<file path="src/rtl/edge_cap4_pkg.sv">
package edge_cap4_pkg;
  localparam int ADDR_W = 4;
  localparam int NSLOT  = 4;
  localparam int PTR_W  = $clog2(NSLOT);

  localparam logic [ADDR_W-1:0] A_CTRL  = 4'h0;
  localparam logic [ADDR_W-1:0] A_IEN   = 4'h1;
  localparam logic [ADDR_W-1:0] A_FLAG  = 4'h2;
  localparam logic [ADDR_W-1:0] A_REARM = 4'h3;
  localparam logic [ADDR_W-1:0] A_CNT   = 4'h4;

  // control word, MSB first: run at bit 12 down to polarity at bits 3:0
  typedef struct packed {
    logic             run;
    logic             load_en;
    logic             oneshot;
    logic [PTR_W-1:0] wrap;
    logic [NSLOT-1:0] delta;
    logic [NSLOT-1:0] fall;
  } ctrl_t;

  localparam int CTRL_W = $bits(ctrl_t);
endpackage

</file>
<file path="src/rtl/edge_cap4_sync.sv">
module edge_cap4_sync #(
  parameter int STAGES = 2
) (
  input  logic clk,
  input  logic rst_n,
  input  logic din,
  output logic rise,
  output logic fall
);
  logic [STAGES-1:0] sh_q, sh_d;
  logic              prev_q;

  always_comb sh_d = {sh_q[STAGES-2:0], din};

  always_ff @(posedge clk or negedge rst_n) begin
    if (!rst_n) begin
      sh_q   <= '0;
      prev_q <= 1'b0;
    end else begin
      sh_q   <= sh_d;
      prev_q <= sh_q[STAGES-1];
    end
  end

  assign rise = sh_q[STAGES-1] & ~prev_q;
  assign fall = ~sh_q[STAGES-1] & prev_q;

  AST_EDGE_ONE_CLK: assert property (@(posedge clk) disable iff (!rst_n)
    rise |=> !rise);
endmodule

</file>
<file path="src/rtl/edge_cap4_counter.sv">
module edge_cap4_counter #(
  parameter int CNT_W = 32
) (
  input  logic             clk,
  input  logic             rst_n,
  input  logic             run,
  input  logic             delta_hit,
  output logic [CNT_W-1:0] cnt,
  output logic             ovf
);
  logic [CNT_W-1:0] cnt_q, cnt_d;
  logic             cnt_en;

  always_comb begin
    cnt_en = run | delta_hit;
    if (delta_hit) cnt_d = {{(CNT_W-1){1'b0}}, run};
    else           cnt_d = cnt_q + {{(CNT_W-1){1'b0}}, 1'b1};
  end

  always_ff @(posedge clk or negedge rst_n) begin
    if (!rst_n)      cnt_q <= '0;
    else if (cnt_en) cnt_q <= cnt_d;
  end

  assign cnt = cnt_q;
  assign ovf = run & ~delta_hit & (&cnt_q);

  AST_CNT_STEP: assert property (@(posedge clk) disable iff (!rst_n)
    run && !delta_hit |=> cnt_q == $past(cnt_q) + 1'b1);
  AST_CNT_HOLD: assert property (@(posedge clk) disable iff (!rst_n)
    !run && !delta_hit |=> $stable(cnt_q));
  AST_DELTA_RESTART: assert property (@(posedge clk) disable iff (!rst_n)
    run && delta_hit |=> cnt_q == 1);
endmodule

</file>
<file path="src/rtl/edge_cap4_seq.sv">
module edge_cap4_seq
  import edge_cap4_pkg::*;
(
  input  logic             clk,
  input  logic             rst_n,
  input  logic             rise,
  input  logic             fall,
  input  logic [NSLOT-1:0] fall_sel,
  input  logic             load_en,
  input  logic             oneshot,
  input  logic [PTR_W-1:0] wrap,
  input  logic             rearm,
  output logic             fire,
  output logic [PTR_W-1:0] ptr
);
  logic [PTR_W-1:0] ptr_q, ptr_d;
  logic             armed_q, armed_d;
  logic             edge_hit;

  always_comb begin
    edge_hit = fall_sel[ptr_q] ? fall : rise;
    fire     = edge_hit & load_en & (armed_q | ~oneshot);
    ptr_d    = ptr_q;
    armed_d  = armed_q;
    if (rearm) begin
      ptr_d   = '0;
      armed_d = 1'b1;
    end else if (fire) begin
      if (ptr_q == wrap) begin
        ptr_d = '0;
        if (oneshot) armed_d = 1'b0;
      end else begin
        ptr_d = ptr_q + 1'b1;
      end
    end
  end

  always_ff @(posedge clk or negedge rst_n) begin
    if (!rst_n) begin
      ptr_q   <= '0;
      armed_q <= 1'b1;
    end else begin
      ptr_q   <= ptr_d;
      armed_q <= armed_d;
    end
  end

  assign ptr = ptr_q;

  AST_PTR_WRAP: assert property (@(posedge clk) disable iff (!rst_n)
    fire && !rearm && ptr_q == wrap |=> ptr_q == 0);
  AST_ONESHOT_STOP: assert property (@(posedge clk) disable iff (!rst_n)
    fire && !rearm && oneshot && ptr_q == wrap |=> !armed_q);
  AST_REARM_PTR: assert property (@(posedge clk) disable iff (!rst_n)
    rearm |=> ptr_q == 0 && armed_q);
endmodule

</file>
<file path="src/rtl/edge_cap4.sv">
module edge_cap4
  import edge_cap4_pkg::*;
#(
  parameter int CNT_W  = 32,
  parameter int DATA_W = 32
) (
  input  logic              clk,
  input  logic              rst_n,
  input  logic              cap_in,
  input  logic              wr_en,
  input  logic [ADDR_W-1:0] addr,
  input  logic [DATA_W-1:0] wdata,
  output logic [DATA_W-1:0] rdata,
  output logic              irq
);
  localparam int FLAG_W = NSLOT + 1;

  // reset: asserted asynchronously, released on a clock edge
  logic rst_meta_q, rst_sync_n;
  always_ff @(posedge clk or negedge rst_n) begin
    if (!rst_n) begin
      rst_meta_q <= 1'b0;
      rst_sync_n <= 1'b0;
    end else begin
      rst_meta_q <= 1'b1;
      rst_sync_n <= rst_meta_q;
    end
  end

  ctrl_t                        ctrl_q, ctrl_d;
  logic [FLAG_W-1:0]            ien_q, ien_d, flags_q, flags_d, flag_set, flag_clr;
  logic [NSLOT-1:0][CNT_W-1:0]  cap_q;
  logic                         rise, fall, fire, rearm, delta_hit, ovf;
  logic [PTR_W-1:0]             ptr;
  logic [CNT_W-1:0]             cnt;
  logic [NSLOT-1:0]             slot_hit;

  edge_cap4_sync #(.STAGES(2)) u_sync (
    .clk(clk), .rst_n(rst_sync_n), .din(cap_in), .rise(rise), .fall(fall));

  edge_cap4_seq u_seq (
    .clk(clk), .rst_n(rst_sync_n), .rise(rise), .fall(fall),
    .fall_sel(ctrl_q.fall), .load_en(ctrl_q.load_en), .oneshot(ctrl_q.oneshot),
    .wrap(ctrl_q.wrap), .rearm(rearm), .fire(fire), .ptr(ptr));

  edge_cap4_counter #(.CNT_W(CNT_W)) u_cnt (
    .clk(clk), .rst_n(rst_sync_n), .run(ctrl_q.run), .delta_hit(delta_hit),
    .cnt(cnt), .ovf(ovf));

  assign delta_hit = fire & ctrl_q.delta[ptr];
  assign rearm     = wr_en & (addr == A_REARM) & wdata[0];

  // configuration and flag next state
  always_comb begin
    ctrl_d   = ctrl_q;
    ien_d    = ien_q;
    flag_clr = '0;
    if (wr_en && addr == A_CTRL) ctrl_d   = ctrl_t'(wdata[CTRL_W-1:0]);
    if (wr_en && addr == A_IEN)  ien_d    = wdata[FLAG_W-1:0];
    if (wr_en && addr == A_FLAG) flag_clr = wdata[FLAG_W-1:0];
    flag_set = {ovf, slot_hit};
    flags_d  = (flags_q & ~flag_clr) | flag_set;
  end

  always_ff @(posedge clk or negedge rst_sync_n) begin
    if (!rst_sync_n) begin
      ctrl_q  <= '0;
      ien_q   <= '0;
      flags_q <= '0;
    end else begin
      ctrl_q  <= ctrl_d;
      ien_q   <= ien_d;
      flags_q <= flags_d;
    end
  end

  // one capture register per slot
  for (genvar i = 0; i < NSLOT; i++) begin : g_slot
    assign slot_hit[i] = fire & (ptr == PTR_W'(i));
    always_ff @(posedge clk or negedge rst_sync_n) begin
      if (!rst_sync_n)      cap_q[i] <= '0;
      else if (slot_hit[i]) cap_q[i] <= cnt;
    end
  end

  always_comb begin
    rdata = '0;
    if (addr[ADDR_W-1]) begin
      rdata = DATA_W'(cap_q[addr[PTR_W-1:0]]);
    end else begin
      case (addr)
        A_CTRL:  rdata = DATA_W'(ctrl_q);
        A_IEN:   rdata = DATA_W'(ien_q);
        A_FLAG:  rdata = DATA_W'(flags_q);
        A_CNT:   rdata = DATA_W'(cnt);
        default: rdata = '0;
      endcase
    end
  end

  assign irq = |(flags_q & ien_q);

  AST_FLAG_SET: assert property (@(posedge clk) disable iff (!rst_sync_n)
    fire |=> flags_q[$past(ptr)]);
  AST_NO_LOAD: assert property (@(posedge clk) disable iff (!rst_sync_n)
    !ctrl_q.load_en |=> $stable(cap_q));
  AST_OVF_FLAG: assert property (@(posedge clk) disable iff (!rst_sync_n)
    ovf |=> flags_q[NSLOT] && cnt == 0);
endmodule

</file>
<file path="config.mk">
export PLATFORM = sky130hd
export DESIGN_NAME = edge_cap4
export DESIGN_NICKNAME = d
export VERILOG_FILES = /design/src/rtl/edge_cap4_pkg.sv /design/src/rtl/edge_cap4_sync.sv /design/src/rtl/edge_cap4_counter.sv /design/src/rtl/edge_cap4_seq.sv /design/src/rtl/edge_cap4.sv
export SDC_FILE = /design/constraint.sdc
export NUM_CORES = 1
export LEC_CHECK = 0
export CAP_MARGIN = 20
export CORE_UTILIZATION = 50
export DETAILED_ROUTE_END_ITERATION = 7
export GPL_TIMING_DRIVEN = 0
export PLACE_DENSITY = 0.82
export SETUP_SLACK_MARGIN = 0.02
export SLEW_MARGIN = 20
export SYNTH_ARGS = -nofsm -noshare
export SYNTH_HDL_FRONTEND = slang
export SYNTH_SLANG_ARGS = --single-unit
</file>
<file path="constraint.sdc">
create_clock -name clk -period 6.3 [get_ports clk]
set_input_delay 1.575 -clock clk [delete_from_list [all_inputs] [get_ports clk]]
set_output_delay 1.575 -clock clk [all_outputs]
set_load 0.01 [all_outputs]
</file>
==> metrics <==
Max IR drop VDD=0.197 mV; sequential element share of the synthesized area=50.2%; CTS Hold Bufs=0; initial antenna violation count=0; post-route cell area=10900 sq um; slew margin rel.=29.8%; Internal Power=2.10 mW; Clock Sinks=191; switch share=29.0%; clk buf depth=2; power density over the cells=270 nW/um^2; Pre-antenna DRT Iters=5; Congestion Overflow GR=0; number of H-tree levels=4; DP Area=10400 sq um; GRT Total Usage=23.2%; Startpoint Class=input pin; Final Cycle Share=94.4%; kind of critical path=in2out; Final Util=58.5%; DPL Wire Length=14.2 mm; Initial Utilization=51.0%; starting DRC count in detailed routing=522; status=completed; via count=5913; Slew Limit Fails=0; Setup Skew=0.00960 ns; Inserted Diodes=0; vias per cell=5.95; Hold/Removal Path Class=reg2async; fin nets=792; Final min period=5.94 ns; P_sw=860 uW; # resized after CTS=0; Critical Path RT=4.72 ns; number of I/O pins=73; Root Buffer=clkbuf_16; Slew @ Worst Pin=1.05 ns; MaxCap Viol Count=0; DIE AREA=19600 sq um; Final Routed Wirelength=21.3 mm; area growth from synthesis to layout=14.9%; share of cells above drive strength 1=30.5%; postcts setup bufs=0; P_leak=4.96 nW; setup_tns=0 ns; # DRC=0; Critical Path End Type=primary output; largest net degree at the start of global routing=58; Sequential Power Share=48.6%; Synth Instances=675; clock share of power=33.5%; syn nets=720; non-filler cells, final=994; post-synth cell types=46; TritonCTS clock tree=built; DR WL/cell=21.4 microns; cell area after synthesis=9530 sq um; vias in the first global route=6215; final worst setup slack=0.356 ns; Setup Viol. Count Final=0; number of nets with antenna violations after routing=0; pre-CTS setup slack=0.284 ns; RSZ-0062 raised after global routing=no; Row Count=50; CTS Buf Count=17; Fin. Hold Viols=0; Core ar.=18700 sq um; dpl cells=962; combinational power share=17.9%; first-pass GRT wire length=34.6 mm; Die H=140 microns; Clk pin slew, worst setup/hold paths=0.07 ns; Syn Area/Cell=14.1 sq um; synth warn=0; Synth Register Bits=191; arrival time worst endpoint=4.37 ns; CP max FO=10; IO Port Bufs=50; clk_lat worst skew=0.45 ns; Horiz. Die Dim=140 microns; Final GP Congestion=0.814; Fmax=168 MHz
==> metrics by stage <==
stage / total power [mW] / hold slack [ns]
final: 2.96 / 0.325
after global placement: 1.96 / 0.335
after floorplan: 1.81 / 0.331
after CTS: 2.96 / 0.351
after global routing: 3.08 / 0.372
after detailed placement: 1.98 / 0.336
==> layout make-up <==
class,count,area [sq um]
Timing Repair Buffer,53,576
Multi-Input combinational cell,413,4370
Buffer,58,347
Sequential cell,191,4780
Tap cell,234,293
Clock buffer,19,433
Inverter,13,48.8
Fill cell,1409,7760
Clock inverter,13,93.8
==> registers in the layout, indices dropped and copies added (netlist names), 2 cells and up <==
register,count
u_cnt.cnt,32
cap_q,128
u_sync.sh_q,2
ctrl_q,13
ien_q,5
u_seq.ptr,2
flags_q,5
==> routing by layer <==
metal  global-route usage (%)  part of all wire (%)
met1                     32.1                    45
met2                     36.7                    48
met3                     4.55                   4.8
met4                     8.21                   2.0
met5                        0                     0
==> worst paths after layout <==
path | slack (ns) | start | cells after the start | endpoint
min | 0.33 | rst_sync_n | 0 | cap_q[79]
min in group clk | 0.35 | rst_meta_q | 0 | rst_sync_n
max in group asynchronous | 4.88 | rst_n | 1 | rst_sync_n
max reg2reg | 3.31 | u_seq.ptr[0] | 5 | u_cnt.cnt[12]
min reg2reg | 0.33 | rst_sync_n | 0 | cap_q[79]
max | 0.36 | addr[2] | 6 | rdata[4]
==> power by group through the flow <==
stage          Sequential [mW]  Clock (mW)  Combinational, mW
3_3_place_gp              1.47           0              0.484
3_5_place_dp              1.46           0              0.526
5_1_grt                   1.45        1.05              0.569
4_1_cts                   1.44       0.998              0.528
6_report                  1.44       0.991              0.530
2_1_floorplan             1.44           0              0.369
==> cells in the mapped netlist (all sizes together) <==
cell type  instances  share of area (%)
or4                1              0.079
ha                 5               0.66
a222oi             9               0.95
clkbuf            26                1.0
nand2             29                1.1
a21oi              2               0.11
xnor2             10               0.92
inv               13               0.51
mux4              34                8.0
conb               1              0.039
mux2i              2               0.25
nor2              38                1.5
a31oi              1              0.066
a21o               4               0.32
a22oi             11               0.87
buf               32                2.6
nand3             15               0.79
mux2             146                 22
and4               3               0.28
nor2b              4               0.26
a22o              19                1.7
and3               5               0.33
o31ai              2               0.16
o21ai              7               0.37
a211oi             1              0.079
dfrtp            190                 50
or3                2               0.13
nor4b              3               0.28
nor3b              1              0.079
o41ai              1              0.092
and2               7               0.46
dfstp              1               0.28
nor3               6               0.32
nand4             16                1.1
nand2b             3               0.20
xor2              21                1.9
nor4               4               0.42
==> worst max-delay path, stage by stage <==
cell	delay [ns]
clkdlybuf4s50_1	0.57
nor4b_2	0.67
clkbuf_1	0.59
a22oi_1	0.20
nand3_1	0.20
clkdlybuf4s50_1	0.56
==> cell families (layout without fill, tap and decap cells) <==
logic type                 Yosys count  in the layout  share of synthesized area [%]
DFF                                191            191                           50.2
other                                1              1                         0.0393
and+or+nand+nor                    137            137                           7.32
adders and majority gates            5              5                          0.656
muxes                              182            182                           30.1
AOI/OAI and AO/OA                   57             57                           4.74
buffers and inverters               71            156                           4.15
xor gates and xnor gates            31             31                           2.85
==> layout by cell type (no fill, tap or decap), types with 17 or more instances in the layout <==
cell type          n
clkbuf_16         17
a22o_1            19
mux4_2            34
nor2_1            37
mux2_2            18
clkdlybuf4s50_1   50
xor2_1            21
clkbuf_1          27
mux2_4           116
dfrtp_1          189
nand2_1           29
Power figures use the tool's default switching activity.
